`src/rtl/nsm_pkg.sv`:
```
package nsm_pkg;

   typedef enum logic [1:0] {
      NSM_IDLE   = 2'd0,
      NSM_LOCATE = 2'd1,
      NSM_EMIT   = 2'd2
   } nsm_state_e;

   // Right-shift that divides the spare size by the number of 512-byte slices.
   function automatic logic [1:0] page_shift(input logic [1:0] code);
      case (code)
         2'd1:    page_shift = 2'd2;
         2'd2:    page_shift = 2'd3;
         default: page_shift = 2'd0;
      endcase
   endfunction

endpackage

```
`src/rtl/nsm_chunk.sv`:
```
module nsm_chunk #(
   parameter int SPARE_W    = 8,
   parameter int WIN_BYTES  = 64,
   parameter bit EVEN_ROUND = 1'b1
) (
   input  logic [1:0]         page_code_i,
   input  logic [SPARE_W-1:0] spare_i,
   output logic [SPARE_W-1:0] chunk_o,
   output logic               cfg_bad_o
);
   localparam int CMP_W = SPARE_W + 1;

   logic [1:0]         shamt;
   logic [SPARE_W-1:0] raw;

   assign shamt = nsm_pkg::page_shift(page_code_i);
   assign raw   = spare_i >> shamt;

   generate
      if (EVEN_ROUND) begin : g_even
         assign chunk_o = {raw[SPARE_W-1:1], 1'b0};
      end else begin : g_exact
         assign chunk_o = raw;
      end
   endgenerate

   assign cfg_bad_o = (page_code_i == 2'd3) || (chunk_o == '0) ||
                      (CMP_W'(chunk_o) > CMP_W'(WIN_BYTES));

   generate
      if (WIN_BYTES >= (1 << CMP_W)) begin : g_bad_win
         $error("nsm_chunk: WIN_BYTES does not fit the comparison width");
      end
   endgenerate
endmodule

```
`src/rtl/nsm_burst.sv`:
```
module nsm_burst #(
   parameter int NUM_BUF   = 8,
   parameter int WIN_BYTES = 64,
   parameter int BASE_ADDR = 'h1000,
   parameter int ADDR_W    = 13,
   parameter int OFF_W     = 9,
   parameter int SPARE_W   = 8,
   localparam int IDX_W    = $clog2(NUM_BUF),
   localparam int WIN_W    = $clog2(WIN_BYTES),
   localparam int LEN_W    = $clog2(WIN_BYTES + 1)
) (
   input  logic [IDX_W-1:0]   idx_i,
   input  logic [OFF_W-1:0]   ofs_i,
   input  logic [OFF_W-1:0]   rem_i,
   input  logic [SPARE_W-1:0] chunk_i,
   output logic [ADDR_W-1:0]  addr_o,
   output logic [LEN_W-1:0]   len_o,
   output logic               last_o,
   output logic               overrun_o
);
   localparam int XW = OFF_W + 1;

   logic          last_buf;
   logic [XW-1:0] ofs_x, rem_x, chunk_x, win_x, room, take;

   assign last_buf = (idx_i == IDX_W'(NUM_BUF - 1));
   assign ofs_x    = XW'(ofs_i);
   assign rem_x    = XW'(rem_i);
   assign chunk_x  = XW'(chunk_i);
   assign win_x    = XW'(WIN_BYTES);

   // The final buffer absorbs the fold-over up to its window end.
   assign room      = last_buf ? (win_x - ofs_x) : (chunk_x - ofs_x);
   assign overrun_o = last_buf && ((ofs_x + rem_x) > win_x);
   assign take      = (rem_x < room) ? rem_x : room;
   assign len_o     = take[LEN_W-1:0];
   assign last_o    = (take == rem_x);

   assign addr_o = ADDR_W'(BASE_ADDR) + (ADDR_W'(idx_i) << WIN_W) +
                   ADDR_W'(ofs_i[WIN_W-1:0]);
endmodule

```
`src/rtl/nand_spare_mapper.sv`:
```
module nand_spare_mapper #(
   parameter int NUM_BUF    = 8,
   parameter int WIN_BYTES  = 64,
   parameter int BASE_ADDR  = 'h1000,
   parameter int ADDR_W     = 13,
   parameter int OFF_W      = 9,
   parameter int SPARE_W    = 8,
   parameter bit EVEN_ROUND = 1'b1,
   localparam int IDX_W     = $clog2(NUM_BUF),
   localparam int WIN_W     = $clog2(WIN_BYTES),
   localparam int LEN_W     = $clog2(WIN_BYTES + 1)
) (
   input  logic               clk,
   input  logic               rst_n,
   input  logic               start_i,
   input  logic [1:0]         page_code_i,
   input  logic [SPARE_W-1:0] spare_size_i,
   input  logic [OFF_W-1:0]   offset_i,
   input  logic [OFF_W-1:0]   length_i,
   output logic               busy_o,
   output logic               done_o,
   output logic               err_o,
   output logic               bst_valid_o,
   input  logic               bst_ready_i,
   output logic [ADDR_W-1:0]  bst_addr_o,
   output logic [LEN_W-1:0]   bst_len_o
);
   import nsm_pkg::*;

   localparam logic [IDX_W-1:0] LAST_IDX = IDX_W'(NUM_BUF - 1);

   generate
      if ((NUM_BUF & (NUM_BUF - 1)) != 0 || NUM_BUF < 2) begin : g_chk_nbuf
         $error("nand_spare_mapper: NUM_BUF must be a power of two >= 2");
      end
      if ((WIN_BYTES & (WIN_BYTES - 1)) != 0) begin : g_chk_win
         $error("nand_spare_mapper: WIN_BYTES must be a power of two");
      end
      if ((BASE_ADDR % (NUM_BUF * WIN_BYTES)) != 0) begin : g_chk_base
         $error("nand_spare_mapper: BASE_ADDR must align to the buffer bank");
      end
      if (SPARE_W > OFF_W || WIN_W + IDX_W > ADDR_W) begin : g_chk_w
         $error("nand_spare_mapper: inconsistent widths");
      end
   endgenerate

   nsm_state_e         state;
   logic [IDX_W-1:0]   idx_q;
   logic [OFF_W-1:0]   ofs_q, rem_q;
   logic [SPARE_W-1:0] chunk_q, chunk_new;
   logic               cfg_bad, done_q, err_q;
   logic               b_last, b_over;

   nsm_chunk #(
      .SPARE_W   (SPARE_W),
      .WIN_BYTES (WIN_BYTES),
      .EVEN_ROUND(EVEN_ROUND)
   ) u_chunk (
      .page_code_i(page_code_i),
      .spare_i    (spare_size_i),
      .chunk_o    (chunk_new),
      .cfg_bad_o  (cfg_bad)
   );

   nsm_burst #(
      .NUM_BUF  (NUM_BUF),
      .WIN_BYTES(WIN_BYTES),
      .BASE_ADDR(BASE_ADDR),
      .ADDR_W   (ADDR_W),
      .OFF_W    (OFF_W),
      .SPARE_W  (SPARE_W)
   ) u_burst (
      .idx_i    (idx_q),
      .ofs_i    (ofs_q),
      .rem_i    (rem_q),
      .chunk_i  (chunk_q),
      .addr_o   (bst_addr_o),
      .len_o    (bst_len_o),
      .last_o   (b_last),
      .overrun_o(b_over)
   );

   always_ff @(posedge clk or negedge rst_n) begin
      if (!rst_n) begin
         state   <= NSM_IDLE;
         idx_q   <= '0;
         ofs_q   <= '0;
         rem_q   <= '0;
         chunk_q <= '0;
         done_q  <= 1'b0;
         err_q   <= 1'b0;
      end else begin
         done_q <= 1'b0;
         case (state)
            NSM_IDLE: begin
               if (start_i) begin
                  err_q <= 1'b0;
                  if (length_i == '0) begin
                     done_q <= 1'b1;
                  end else if (cfg_bad) begin
                     done_q <= 1'b1;
                     err_q  <= 1'b1;
                  end else begin
                     chunk_q <= chunk_new;
                     idx_q   <= '0;
                     ofs_q   <= offset_i;
                     rem_q   <= length_i;
                     state   <= NSM_LOCATE;
                  end
               end
            end
            NSM_LOCATE: begin
               // One subtraction per cycle; stops at the final buffer.
               if (idx_q != LAST_IDX && OFF_W'(chunk_q) <= ofs_q) begin
                  ofs_q <= ofs_q - OFF_W'(chunk_q);
                  idx_q <= idx_q + 1'b1;
               end else begin
                  state <= NSM_EMIT;
               end
            end
            NSM_EMIT: begin
               if (b_over) begin
                  done_q <= 1'b1;
                  err_q  <= 1'b1;
                  state  <= NSM_IDLE;
               end else if (bst_ready_i) begin
                  if (b_last) begin
                     done_q <= 1'b1;
                     state  <= NSM_IDLE;
                  end else begin
                     rem_q <= rem_q - OFF_W'(bst_len_o);
                     idx_q <= idx_q + 1'b1;
                     ofs_q <= '0;
                  end
               end
            end
            default: state <= NSM_IDLE;
         endcase
      end
   end

   assign busy_o      = (state != NSM_IDLE);
   assign done_o      = done_q;
   assign err_o       = err_q;
   assign bst_valid_o = (state == NSM_EMIT) && !b_over;

   // Emission starts inside the located buffer's slice (except the last one).
   assert_locate_R2: assert property (@(posedge clk) disable iff (!rst_n)
      (state == NSM_EMIT && idx_q != LAST_IDX) |-> (OFF_W'(chunk_q) > ofs_q));

   // A burst never crosses the end of its 64-byte window.
   assert_in_window_R4: assert property (@(posedge clk) disable iff (!rst_n)
      bst_valid_o |-> ((WIN_W + 1)'(bst_addr_o[WIN_W-1:0]) + (WIN_W + 1)'(bst_len_o)
                       <= (WIN_W + 1)'(WIN_BYTES)));

   // Every burst moves at least one byte.
   assert_len_nonzero_R5: assert property (@(posedge clk) disable iff (!rst_n)
      bst_valid_o |-> (bst_len_o != '0));

   // Nothing is offered while idle.
   assert_idle_quiet_R6: assert property (@(posedge clk) disable iff (!rst_n)
      !busy_o |-> !bst_valid_o);

   // An error only appears together with the closing pulse.
   assert_err_with_done_R7: assert property (@(posedge clk) disable iff (!rst_n)
      $rose(err_o) |-> done_o);

   // A stalled burst holds its address and length.
   assert_hold_R9: assert property (@(posedge clk) disable iff (!rst_n)
      (bst_valid_o && !bst_ready_i) |=>
         (bst_valid_o && $stable(bst_addr_o) && $stable(bst_len_o)));

   // The closing pulse is a single cycle wide.
   assert_done_pulse_R10: assert property (@(posedge clk) disable iff (!rst_n)
      done_o |=> !done_o);
endmodule

```
`config.mk`:
```
export PLATFORM = sky130hd
export DESIGN_NAME = nand_spare_mapper
export DESIGN_NICKNAME = d
export VERILOG_FILES = /design/src/rtl/nsm_pkg.sv /design/src/rtl/nsm_chunk.sv /design/src/rtl/nsm_burst.sv /design/src/rtl/nand_spare_mapper.sv
export SDC_FILE = /design/constraint.sdc
export NUM_CORES = 1
export LEC_CHECK = 0
export BUFFER_PORTS_ARGS = -buffer_cell sky130_fd_sc_hd__clkbuf_2
export CAP_MARGIN = 10
export CORE_UTILIZATION = 37
export DETAILED_ROUTE_END_ITERATION = 12
export SYNTH_ARGS = -nofsm -noshare
export SYNTH_HDL_FRONTEND = slang
export SYNTH_SLANG_ARGS = --single-unit
```
`constraint.sdc`:
```
create_clock -name clk -period 17.2 [get_ports clk]
set_input_delay 1.72 -clock clk [delete_from_list [all_inputs] [get_ports clk]]
set_output_delay 1.72 -clock clk [all_outputs]
set_load 0.01 [all_outputs]
```
**Yosys cells after proc, flatten, opt, wreduce, memory -nomap -nowiden**

Index checks and enable logic that the tools add are counted.
Widths: inputs -> output; s select.

- Logic and storage cells: 103
- Register bits: 32
- Output and inout bits: 24
- Input port bits: 32

- Reductions and logical operators: 17
- $add $sub $neg: 8
- Order comparisons: 4
- Mux-type cells: 45
- Equal/unequal tests: 19
- Bitwise gates (word level): 2
- Shift operators: 1

Operators with widths:

| kind | count |
|---|---|
| $mux 9 | 13 |
| $pmux 9 s3 | 1 |
| $mux 3 | 7 |
| $mux 10 | 2 |
| $ne 2x2->1 const B | 9 |
| $pmux 9 s2 | 1 |
| $mux 2 | 7 |
| $add 13x6->13 | 1 |
| $add 13x9->13 const A | 1 |
| $add 9x9->10 | 1 |
| $eq 10x9->1 | 1 |
| $gt 10x7->1 const B | 1 |
| $lt 9x10->1 | 1 |
| $sub 7x9->10 const A | 1 |
| $sub 8x9->10 | 1 |
| $le 8x9->1 | 1 |
| $logic_not 9->1 | 1 |
| $mux 1 | 9 |
| $ne 3x3->1 const B | 3 |
| $pmux 3 s3 | 1 |
| $sub 9x7->9 | 1 |
| $sub 9x8->9 | 1 |
| $gt 8x7->1 const B | 1 |
| $logic_not 8->1 | 1 |
| other kinds (20) | 29 |

**Depth between registers and ports, before layout**

Gate-level depths: netlist of run 1.

- Depth in word-level cells: 10
- Depth in mapped cells: 29
- Depth with buffers taken out: 28

**By module**

From an unflattened synthesis of run 1, not the netlist that was laid out.

- Cell total of the unflattened synthesis: 502
- Area, all modules: 4043.9 um^2

By module, submodules not included:

| module | area an instance (um^2) | sequential area each (um^2) | cells each | instances |
|---|---|---|---|---|
| nand_spare_mapper | 2393.5 | 825.8 | 283 | 1 |
| nsm_burst | 1370.1 | 0.0 | 179 | 1 |
| nsm_chunk | 280.3 | 0.0 | 40 | 1 |

**Least setup slack after synthesis of run 1**

Ideal clock, no wire load.

- Path kind: register to register
- Start: register ofs_q[1]
- End: register rem_q[6]
- Path buffers: 1
- Data arrival time: 5.558 ns
- Library setup time: 0.125 ns
- Path slack: 11.517 ns
- Period minus slack after synthesis: 5.683 ns
- Required time: 17.075 ns
- Cell stages (with the launch flop): 26
- Cells stage by stage: dfrtp_1 -> inv_1 -> ha_1 -> nor2b_1 -> o31ai_1 -> a2111oi_2 -> o21a_1 -> o31a_1 -> ha_1 -> o211ai_1 -> a21oi_1 -> a221o_1 -> o2111ai_1 -> clkbuf_1 -> nand2_1 -> o21ai_0 -> ha_1 -> inv_1 -> fa_1 -> a21o_1 -> a21oi_1 -> nor2b_1 -> o21a_1 -> or3_1 -> a31o_2 -> mux2_4

- Cells in the longest elaborated chain, start to end: 9
- Elaborated cells between the ends (all ways): 17
- Classes of those cells: add/sub (4); order compare (2); eq/ne (3); mux (6); reduce/logical (2)

RTL lines:

| what | line | RTL |
|---|---|---|
| start: declaration | nand_spare_mapper.sv:49 | `logic [OFF_W-1:0] ofs_q, rem_q;` |
| start signal: assignment | nand_spare_mapper.sv:106 | `ofs_q <= offset_i;` |
| start signal: assignment | nand_spare_mapper.sv:115 | `ofs_q <= ofs_q - OFF_W'(chunk_q);` |
| $sub 8x9->10 / $sub 7x9->10 (equally long branches) | nsm_burst.sv:33 | `assign room = last_buf ? (win_x - ofs_x) : (chunk_x - ofs_x);` |
| $mux 10 * | nsm_burst.sv:33 |  |
| $lt 9x10->1 * | nsm_burst.sv:35 | `assign take = (rem_x < room) ? rem_x : room;` |
| $mux 10 * | nsm_burst.sv:35 |  |
| named net bst_len_o[0] | nand_spare_mapper.sv:26 | `output logic [LEN_W-1:0] bst_len_o` |
| $sub 9x7->9 | nand_spare_mapper.sv:131 | `rem_q <= rem_q - OFF_W'(bst_len_o);` |
| $mux 9 | nand_spare_mapper.sv:127 | `if (b_last) begin` |
| $mux 9 | nand_spare_mapper.sv:126 | `end else if (bst_ready_i) begin` |
| $mux 9 | nand_spare_mapper.sv:122 | `if (b_over) begin` |
| $pmux 9 s2 | nand_spare_mapper.sv:94 | `case (state)` |
| end signal: assignment | nand_spare_mapper.sv:107 | `rem_q <= length_i;` |
| end signal: assignment | nand_spare_mapper.sv:131 |  |
| end: declaration | nand_spare_mapper.sv:49 |  |

The timed path passes the listed nets; every way through them passes the cells marked *. The select of a mux whose other input is x is not followed.
A chain may end at the register's enable or synchronous reset.

**Final worst setup path of run 1**

- Start: register ofs_q[1]
- End: register ofs_q[4]

- Cells in the longest elaborated chain, start to end: 7
- Elaborated cells between the ends (all ways): 18
- Classes of those cells: add/sub (4); order compare (3); eq/ne (4); mux (4); reduce/logical (3)

RTL lines:

| what | line | RTL |
|---|---|---|
| $sub 8x9->10 / $sub 7x9->10 (equally long branches) | nsm_burst.sv:33 |  |
| $mux 10 | nsm_burst.sv:33 |  |
| $lt 9x10->1 | nsm_burst.sv:35 |  |
| $mux 10 | nsm_burst.sv:35 |  |
| $eq 10x9->1 | nsm_burst.sv:37 | `assign last_o = (take == rem_x);` |
| $ne 2x2->1 (no source line) | -- |  |
| $reduce_and 8->1 (no source line) | -- |  |

Several ways; a longest one is shown, not always the timed one. The select of a mux whose other input is x is not followed.

==> impl_results.md, run 1 <==
* Endpoints failing setup at 0
* Grt ovf at 0
* Startpoint Class: register
* Critical setup path kind: register to register
* DRC at 0
* Routed vias at about 3400
* Total GRT Usage at 0.188
* Number of flops mapped to enable cells by yosys at 0
* Synthesis Warnings at 0
* CP peak stage delay at roughly 0.66 ns
* Clk Latency, worst-skew pair at a little under 0.3 ns
* Commonest non-fill, non-tap cell in the layout: inv_1
* Nets at ~580
* Ant diodes at 0
* Vias in the first global route at about 3400
* Max transition margin at 0.405
* Setup TNS at 0 ns
* # clock sinks at 32
* Mapped Area at roughly 0.0039 mm²
* First-pass GRT wire length at roughly 17 mm
* Proportion of layout cells with a drive suffix above 1 at 0.187
* Area grow syn2layout at 10.5%
* Yosys cell types at between 60 and 70
* Critical Path Fanout Max at 12
* Yosys reg bits at 32
* Critical-path top delay cell: o221ai_2
* RSZ-0062 raised after global routing: no
* Gate Count Post-Synth at approximately 450
* Commonest cells after routing, fill and taps aside: 57 x inv_1, 50 x clkbuf_2, 49 x ha_1
* Adder-cell share of the synthesized area at 0.179
* Post-Synth XOR/XNOR Area at 0.0496
* GPL Wtd Cong at slightly below 0.9
* Design Area, Final at about 0.0043 mm²
* Die Wd at 104 µm
* Tmin final at between 6 and 7 ns
* Max frequency at approximately 0.16 GHz
* Req. time, crit path at about 17 ns
* Worst Tran Pin Value at around 0.89 ns
* Status: finished, final reports clean
* Post-synthesis mux area share at 0.114
* WL final at 9.73 mm
* Largest family of logic cells by synthesized area: compound AO/OA/AOI/OAI gates
* Post-CTS Resized at 0
* Post-DP Area at 0.00417 mm²
* Maximum root-to-sink buffer count at 2
* IO Pins at 56
* CP Capture Type: register
* Initial DRC count at approximately 150
* Top cells by area, synth: dfrtp_1 21%, ha_1 16%, inv_1 5.5%, a21oi_1 4.0%, xnor2_1 3.6%
* Routed Antenna Nets at 0
* I/O Buffers at 50
* Post-CTS Setup Inserts at 0
* Endpoints failing hold at 0
* Synth Area in Simple Gates at 0.142
* Die H at between 100 and 150 µm
* CTS root buffer: clkbuf_8
* Worst EP arrival at 6.62 ns
* Avg WL per Cell at ~15 µm
* Die area at about 0.011 mm²
* Synth Flop Type: dfrtp_1
* Dpl hpwl at roughly 7.9 mm
* TritonCTS Buffers at 5
* Vias per Instance at 5.39
* Post-CTS Hold Fix Bufs at 0
* Top cell type's share of synthesized area at 0.206
* Syn Area/Cell at around 8.6 µm²
* Seq/Total Area, Yosys at 0.206
* Reg clk slew, reported paths at 0.08 ns
* Clk_skew at around 0.0061 ns
* Compound-Gate Fraction of Synth Area at 0.215
* Core area at ~0.010 mm²
* Non-filler cells, final at between 600 and 700
* Final period utilization at 0.374
* Drt first pass iters at 4
* Starting Density at 0.379
* Rows at 37
* Fin Hold WS at 0.528 ns
* Hold Crit Class: register to register
* Fin. max-slew vios at 0
* Largest net degree at the start of global routing at 33
* Max Cap Viol at 0
* CTS H-tree depth at 2
* Initial antenna violation count at 0
* Asr flop ratio synth at 1.00
* Area leader, netlist: dfrtp_1
* CTS tree: built
* DP Cell Count at ~620
-- synthesized netlist by cell type, types with 8 or more instances --
cell,count
a21o_1,18
a21oi_1,31
buf_4,11
clkbuf_1,8
dfrtp_1,32
ha_1,49
inv_1,57
mux2_2,12
mux2i_1,12
nand2_1,21
nand3_1,10
nor2_1,25
nor2b_1,8
nor3_1,10
o21ai_0,27
xnor2_1,16
-- cells by family after synthesis --
| logic type | Yosys count |
|---|---|
| AO/OA/AOI/OAI | 123 |
| AND/OR/NAND/NOR | 106 |
| buffers and inverters | 80 |
| adder cells (fa/ha/maj) | 53 |
| multiplexers | 35 |
| flip-flops | 32 |
| XOR/XNOR | 22 |
| other | 2 |
-- metrics by stage --
stage / setup WS (ns) / util
3_3_place_gp: 10.68 / 0.408
5_1_grt: 10.26 / 0.419
3_5_place_dp: 10.61 / 0.408
2_1_floorplan: 11.52 / -
6_report: 10.76 / 0.419
4_1_cts: 10.55 / 0.419
-- state kept, by name, summed over array words and instances, names as in the netlist --
register  flops
chunk_q       7
ofs_q         9
idx_q         3
rem_q         9
state         2
err_o         1
done_o        1
-- final cells by class --
type,count,area (µm²)
fill,1055,5940
multi-input combinational,343,2730
sequential,32,801
timing repair buffer,52,265
inverter,57,214
tap,136,170
clock buffer,5,68.8
clock inverter,3,42.5
-- layer usage --
layer | GRT usage | part of all wire | up-vias
li1 | - | - | 1676
met1 | 0.243 | 0.47 | 1618
met2 | 0.322 | 0.48 | 77
met3 | 0.0269 | 0.036 | 13
met4 | 0.0541 | 0.016 | 0
met5 | 0 | 0 | -
-- worst max-delay path: cells and delay by family, from the launching register on --
family          cells  cell delay, ns
flops               1            0.46
buf+inv             4            0.64
compound gates     11            3.00
xor+xnor            1            0.08
simple gates        5            0.76
fa+ha+maj           3            0.95
mux                 1            0.41
-- worst paths after layout --
path                                 startpoint                      to  slack (ns)  cells past startpoint
setup / recovery           ofs_q[1]$_DFFE_PN0P_    ofs_q[4]$_DFFE_PN0P_       10.76                     25
setup reg to reg           ofs_q[1]$_DFFE_PN0P_    ofs_q[4]$_DFFE_PN0P_       10.76                     25
hold / removal                err_o$_DFFE_PN0P_       err_o$_DFFE_PN0P_        0.53                      1
hold reg to reg               err_o$_DFFE_PN0P_       err_o$_DFFE_PN0P_        0.53                      1
min in group asynchronous                 rst_n    rem_q[2]$_DFFE_PN0P_        1.53                      1
max in group asynchronous                 rst_n  chunk_q[3]$_DFFE_PN0P_       15.10                      1
Power of run 1 is left out: the tool's default activity adds up to more than one toggle a clock period on the data nets, which glitch-free logic cannot reach.
==> run 2: changes to the inputs <==
Clock period 17.2 ns to 5.4 ns, I/O delays scaled along.
==> run 2 against run 1 <==
Setup slack worse by 11 ns. Global-route usage up 1.8 points. Non-clock buffer count up 71. Fmax up 20%. Final cell count up 11%. Worst hold slack worse by 0.18 ns. Register-to-register slack worse by 11 ns. Sequential cell count unchanged. Die area unchanged. Design area up 22%. Sequential share of layout area down 3.3 points.
==> impl_results.md, run 2 (same netlist as run 1, synthesis figures left out) <==
* Regs by FF count: ofs_q x9, rem_q x9, chunk_q x7
* Design Area, Final at ~0.0052 mm²
* Die Wd at approximately 100 µm
* Initial DRC count at 183
* Grt ovf at 0
* Drt first pass iters at 4
* Worst Tran Pin Value at about 0.89 ns
* Max frequency at 0.187 GHz
* IO Pins at 56
* Fin Hold WS at between 0.3 and 0.4 ns
* Ant diodes at 0
* Critical setup path kind: register to register
* Met2 global-route usage at 0.356
* CTS root buffer: clkbuf_8
* CTS H-tree depth at 2
* Core area at approximately 0.010 mm²
* Largest net degree at the start of global routing at 33
* Most Crowded Layer GR: met2
* Total GRT Usage at 0.206
* Fin. max-slew vios at 0
* CTS tree: built
* Endpoints failing hold at 0
* Clk_skew at between 0.009 and 0.01 ns
* Startpoint Class: register
* Met3 usage at 0.0301
* CP peak stage delay at 0.44 ns
* Routed vias at between 3000 and 4000
* Dpl hpwl at approximately 8.5 mm
* Clk Latency, worst-skew pair at about 0.30 ns
* WL final at approximately 11 mm
* Max Cap Viol at 0
* Vias per Instance at roughly 5.4
* First-pass GRT wire length at ~18 mm
* Endpoints failing setup at 0
* TritonCTS Buffers at 5
* Routed Antenna Nets at 0
* Max transition margin at 0.404
* DRC at 0
* Hold Crit Class: input pin to asynchronous set/reset pin
* Starting Density at 0.379
* CP Capture Type: register
* Req. time, crit path at roughly 5.6 ns
* Critical-path top delay cell: dfrtp_1
* Critical Path Fanout Max at 5
* # clock sinks at 32
* Die area at 0.0109 mm²
* Routing usage on met1 at 0.263
* RSZ-0062 raised after global routing: yes
* Area grow syn2layout at 34.4%
* Avg WL per Cell at ~16 µm
* Rows at 37
* Post-DP Area at 0.00463 mm²
* Initial antenna violation count at 0
* Final period utilization at 0.992
* I/O Buffers at 50
* GPL Wtd Cong at between 0.9 and 1
* Die H at roughly 100 µm
* Proportion of layout cells with a drive suffix above 1 at 0.362
* Worst EP arrival at 5.54 ns
* Vias in the first global route at roughly 3700
* Commonest non-fill, non-tap cell in the layout: buf_4
* Reg clk slew, reported paths at 0.08 ns
* Nets at roughly 650
* Commonest cells after routing, fill and taps aside: 65 x buf_4, 51 x inv_1, 50 x clkbuf_2
* Tmin final at between 5 and 6 ns
* Status: finished, final reports clean
* Maximum root-to-sink buffer count at 2
-- run 2: cell types whose count changed in the layout (fill, tap and decap cells not counted), moves of 4 or more --
cell,before,now
buf_4,2,65
buf_6,0,4
o21ai_0,27,20
inv_1,57,51
ha_4,0,6
ha_1,49,42
inv_2,0,6
o21ai_2,0,4
-- run 2: what timing repair did --
| action | CTS | global route |
|---|---|---|
| gates resized for setup | 4 | 61 |
| setup buffers | 0 | 16 |
| cloned | 0 | 2 |
| setup endpoints to repair | 15 | 19 |
| hold buffers | 0 | 0 |
| pin swaps | 2 | 22 |
-- run 2: worst paths after layout --
check / from / to / slack [ns] / depth (start not counted)
max: chunk_q[2]$_DFFE_PN0P_ / rem_q[5]$_DFFE_PN0P_ / 0.04 / 25
min: rst_n / rem_q[3]$_DFFE_PN0P_ / 0.35 / 1
max reg2reg: chunk_q[2]$_DFFE_PN0P_ / rem_q[5]$_DFFE_PN0P_ / 0.04 / 25
min reg2reg: err_o$_DFFE_PN0P_ / err_o$_DFFE_PN0P_ / 0.52 / 1
max in group asynchronous: rst_n / chunk_q[1]$_DFFE_PN0P_ / 4.42 / 1
min in group clk: offset_i[0] / ofs_q[0]$_DFFE_PN0P_ / 0.48 / 3
-- run 2: layout make-up --
type                            count  area [µm²]
Fill cell                         939        5010
Multi-Input combinational cell    344        3070
Timing Repair Buffer              123         863
Sequential cell                    32         802
Inverter                           57         214
Tap cell                          136         170
Clock buffer                        6        82.6
Clock inverter                      2        10.0
-- run 2: routing by layer --
layer	wire (µm)	vias to the layer above
met5	0	-
met4	273	0
met3	450	25
met2	5590	87
met1	5180	1814
li1	-	1833
-- run 2: critical path, delay by kind of cell, from the launching register on --
family,cells,cell delay (ns)
multiplexers,2,0.53
buffers and inverters,5,0.69
AND/OR/NAND/NOR,2,0.13
adder cells (fa/ha/maj),3,0.92
flip-flops,1,0.44
AO/OA/AOI/OAI,12,2.36
XOR/XNOR,1,0.15
-- run 2: per-stage QoR --
| step | TNS, ns | cells | worst slack [ns] | utilization |
|---|---|---|---|---|
| after floorplan | 0 | 455 | 0.0316 | - |
| after global placement | -0.0295 | 674 | -0.0295 | 0.452 |
| after detailed placement | -0.783 | 674 | -0.129 | 0.452 |
| after CTS | 0 | 682 | 0.0117 | 0.462 |
| after global routing | -1.92 | 700 | -0.219 | 0.510 |
| final | 0 | 700 | 0.0443 | 0.510 |
Power of run 2 is left out for the same reason.
==> run 3: changes to the inputs <==
Settings changed: ABC_AREA set to 1.
==> run 3 against run 2 <==
Setup slack better by 0.60 ns. Via count rose by 11%. Clock skew increased by 0.0037 ns. Highest routed layer unchanged. Utilization is 8.9 points lower. Design area is 13% lower. Fmax up 13%. Die area rose by 5.5%. Final cell count is 17% higher. Worst hold slack improved by 0.013 ns. First-iteration DRC count increased by 56%. Routed wire length down 5.6%. Non-clock buffer count decreased by 63.
==> impl_results.md, run 3 <==
* RSZ-0062 raised after global routing: no
* Req. time, crit path at ~5.6 ns
* Post-Synth XOR/XNOR Area at 0.0256
* Mapped Area at between 0.004 and 0.005 mm²
* Worst r2r path cells at 37
* Worst reg-to-reg setup slack at between 0.6 and 0.7 ns
* CTS root buffer: clkbuf_8
* Critical R2R Launch: ofs_q[4]$_DFFE_PN0P_
* Synth Flop Type: dfrtp_1
* TritonCTS Buffers at 5
* P_leak at between 2 and 3 nW
* Max transition margin at 0.393
* GPL Wtd Cong at ~0.93
* Vias per Instance at 5.08
* Ant diodes at 0
* Non-filler cells, final at around 800
* CTS tree: built
* Routed vias at 4171
* Reg clk slew, reported paths at 0.08 ns
* Commonest non-fill, non-tap cell in the layout: nand2_1
* Yosys reg bits at 32
* CTS H-tree depth at 2
* Drt first pass iters at 6
* First-pass GRT wire length at ~18 mm
* IO Pins at between 50 and 60
* Die H at around 110 µm
* Worst EP arrival at approximately 5.0 ns
* Hold Crit Class: input pin to asynchronous set/reset pin
* Tmin final at approximately 4.8 ns
* Yosys cell types at 45
* # clock sinks at 32
* Grt ovf at 0
* Max Cap Viol at 0
* Final core occ at 0.421
* Routed Antenna Nets at 0
* Avg WL per Cell at 13.2 µm
* Worst Tran Pin Value at 0.911 ns
* Maximum root-to-sink buffer count at 2
* I/O Buffers at 50
* Die Wd at 107 µm
* Critical Path Fanout Max at 14
* Starting Density at 0.380
* Endpoints failing setup at 0
* Fin. max-slew vios at 0
* Rows at 38
* Fin Hold WS at about 0.36 ns
* Final period utilization at 0.881
* Number of flops mapped to enable cells by yosys at 0
* Startpoint Class: register
* CP Capture Type: register
* Proportion of layout cells with a drive suffix above 1 at 0.129
* Gate Count Post-Synth at approximately 640
* Vias in the first global route at ~4000
* Cell with the most instances after synthesis: nand2_1
* Largest net degree at the start of global routing at 33
* Syn Area/Cell at ~6.4 µm²
* Critical Path Most Common Cell: nand2_1
* Top cell type's share of synthesized area at 0.195
* Post-synthesis mux area share at 0
* Post-CTS Setup Inserts at 0
* Regs by FF count: ofs_q x9, rem_q x9, chunk_q x7
* Dpl hpwl at about 8.8 mm
* R2R Path End: rem_q[8]$_DFFE_PN0P_
* Synthesis Warnings at 0
* Synth Area in Simple Gates at 0.379
* Nets at about 770
* Commonest cells post-synth: 213 x nand2_1, 86 x inv_1, 49 x ha_1, 49 x nand3_1, 38 x o21ai_0
* Seq/Total Area, Yosys at 0.195
* Power density over the cells at around 740 mW/mm²
* Compound-Gate Fraction of Synth Area at 0.105
* Top cells by area, synth: dfrtp_1 20%, nand2_1 20%, ha_1 15%, inv_1 7.9%, nand3_1 6.0%
* WL final at approximately 11 mm
* CP peak stage delay at approximately 0.45 ns
* Total GRT Usage at 0.202
* Status: finished, final reports clean
* Largest family of logic cells by synthesized area: simple AND/OR/NAND/NOR gates
* DP Cell Count at 813
* Die area at around 0.012 mm²
* Critical-path top delay cell: ha_1
* Area grow syn2layout at 10.9%
* Adder-cell share of the synthesized area at 0.169
* Critical setup path kind: register to register
* Core area at 0.0108 mm²
* Area leader, netlist: dfrtp_1
* Clk_skew at between 0.01 and 0.015 ns
* Maximum vdd ir drop at approximately 0.00022 V
* Setup TNS at 0 ns
* DRC at 0
* Initial antenna violation count at 0
* Commonest cells after routing, fill and taps aside: 212 x nand2_1, 86 x inv_1, 50 x clkbuf_2
* Initial DRC count at between 200 and 300
* Max frequency at around 0.21 GHz
* Clk Latency, worst-skew pair at roughly 0.30 ns
* Asr flop ratio synth at 1.00
* Endpoints failing hold at 0
## run 3: worst max path at each step
stage,from,cells after the start,endpoint
after global routing,ofs_q[3]$_DFFE_PN0P_,31,ofs_q[8]$_DFFE_PN0P_
after floorplan,ofs_q[3]$_DFFE_PN0P_,31,rem_q[6]$_DFFE_PN0P_
after CTS,chunk_q[2]$_DFFE_PN0P_,29,ofs_q[7]$_DFFE_PN0P_
after global placement,ofs_q[3]$_DFFE_PN0P_,30,ofs_q[1]$_DFFE_PN0P_
after detailed placement,ofs_q[3]$_DFFE_PN0P_,30,ofs_q[7]$_DFFE_PN0P_
final,ofs_q[4]$_DFFE_PN0P_,37,rem_q[8]$_DFFE_PN0P_
## run 3: power breakdown
group | leakage [nW] | switching, mW | internal (mW)
Clock | 0.0541 | 0.111 | 0.137
Sequential | 0.403 | 0.134 | 0.345
Combinational | 2.14 | 1.67 | 0.988
## run 3: through the flow
| step | worst slack (ns) | power (mW) | cell area [µm²] |
|---|---|---|---|
| floorplan | 0.884 | 2.49 | 4110 |
| global placement | 0.521 | 3.06 | 4430 |
| detailed placement | 0.545 | 3.11 | 4430 |
| CTS | 0.502 | 3.38 | 4540 |
| global route | 0.0193 | 3.85 | 4550 |
| finish | 0.641 | 3.38 | 4550 |
## run 3: cell type report
type / count / area [µm²]
Fill cell: 1162 / 6250
Multi-Input combinational cell: 492 / 2800
Sequential cell: 32 / 801
Inverter: 89 / 337
Timing Repair Buffer: 60 / 325
Tap cell: 140 / 175
Clock buffer: 5 / 68.8
Clock inverter: 3 / 42.5
## run 3: metal layers
layer / vias to the layer above / part of all wire / track usage
met5: - / 0 / 0
met4: 0 / 0.021 / 0.0616
met3: 25 / 0.039 / 0.0224
met2: 104 / 0.45 / 0.341
met1: 1894 / 0.49 / 0.269
li1: 2148 / - / -
## run 3: critical path, delay by kind of cell (launching register included)
kind / cells / cell delay, ns
and+or+nand+nor: 27 / 2.32
AOI/OAI and AO/OA: 3 / 0.43
buffers and inverters: 3 / 0.25
DFF: 1 / 0.35
adders and majority gates: 4 / 1.34
## run 3: cells by family (layout without fill, tap and decap cells)
kind of cell             after synthesis  after routing
buffers and inverters                116            157
AND/OR/NAND/NOR                      345            345
other                                  2              4
adder cells (fa/ha/maj)               53             53
flip-flops                            32             32
AO/OA/AOI/OAI                         78             78
XOR/XNOR                              12             12
## run 3: what timing repair did
item                                    in CTS  in global routing
hold buffers                                 0                  0
endpoints found under the setup margin       0                 19
resized for setup                            0                  5
(Power assumes the default switching activity.)
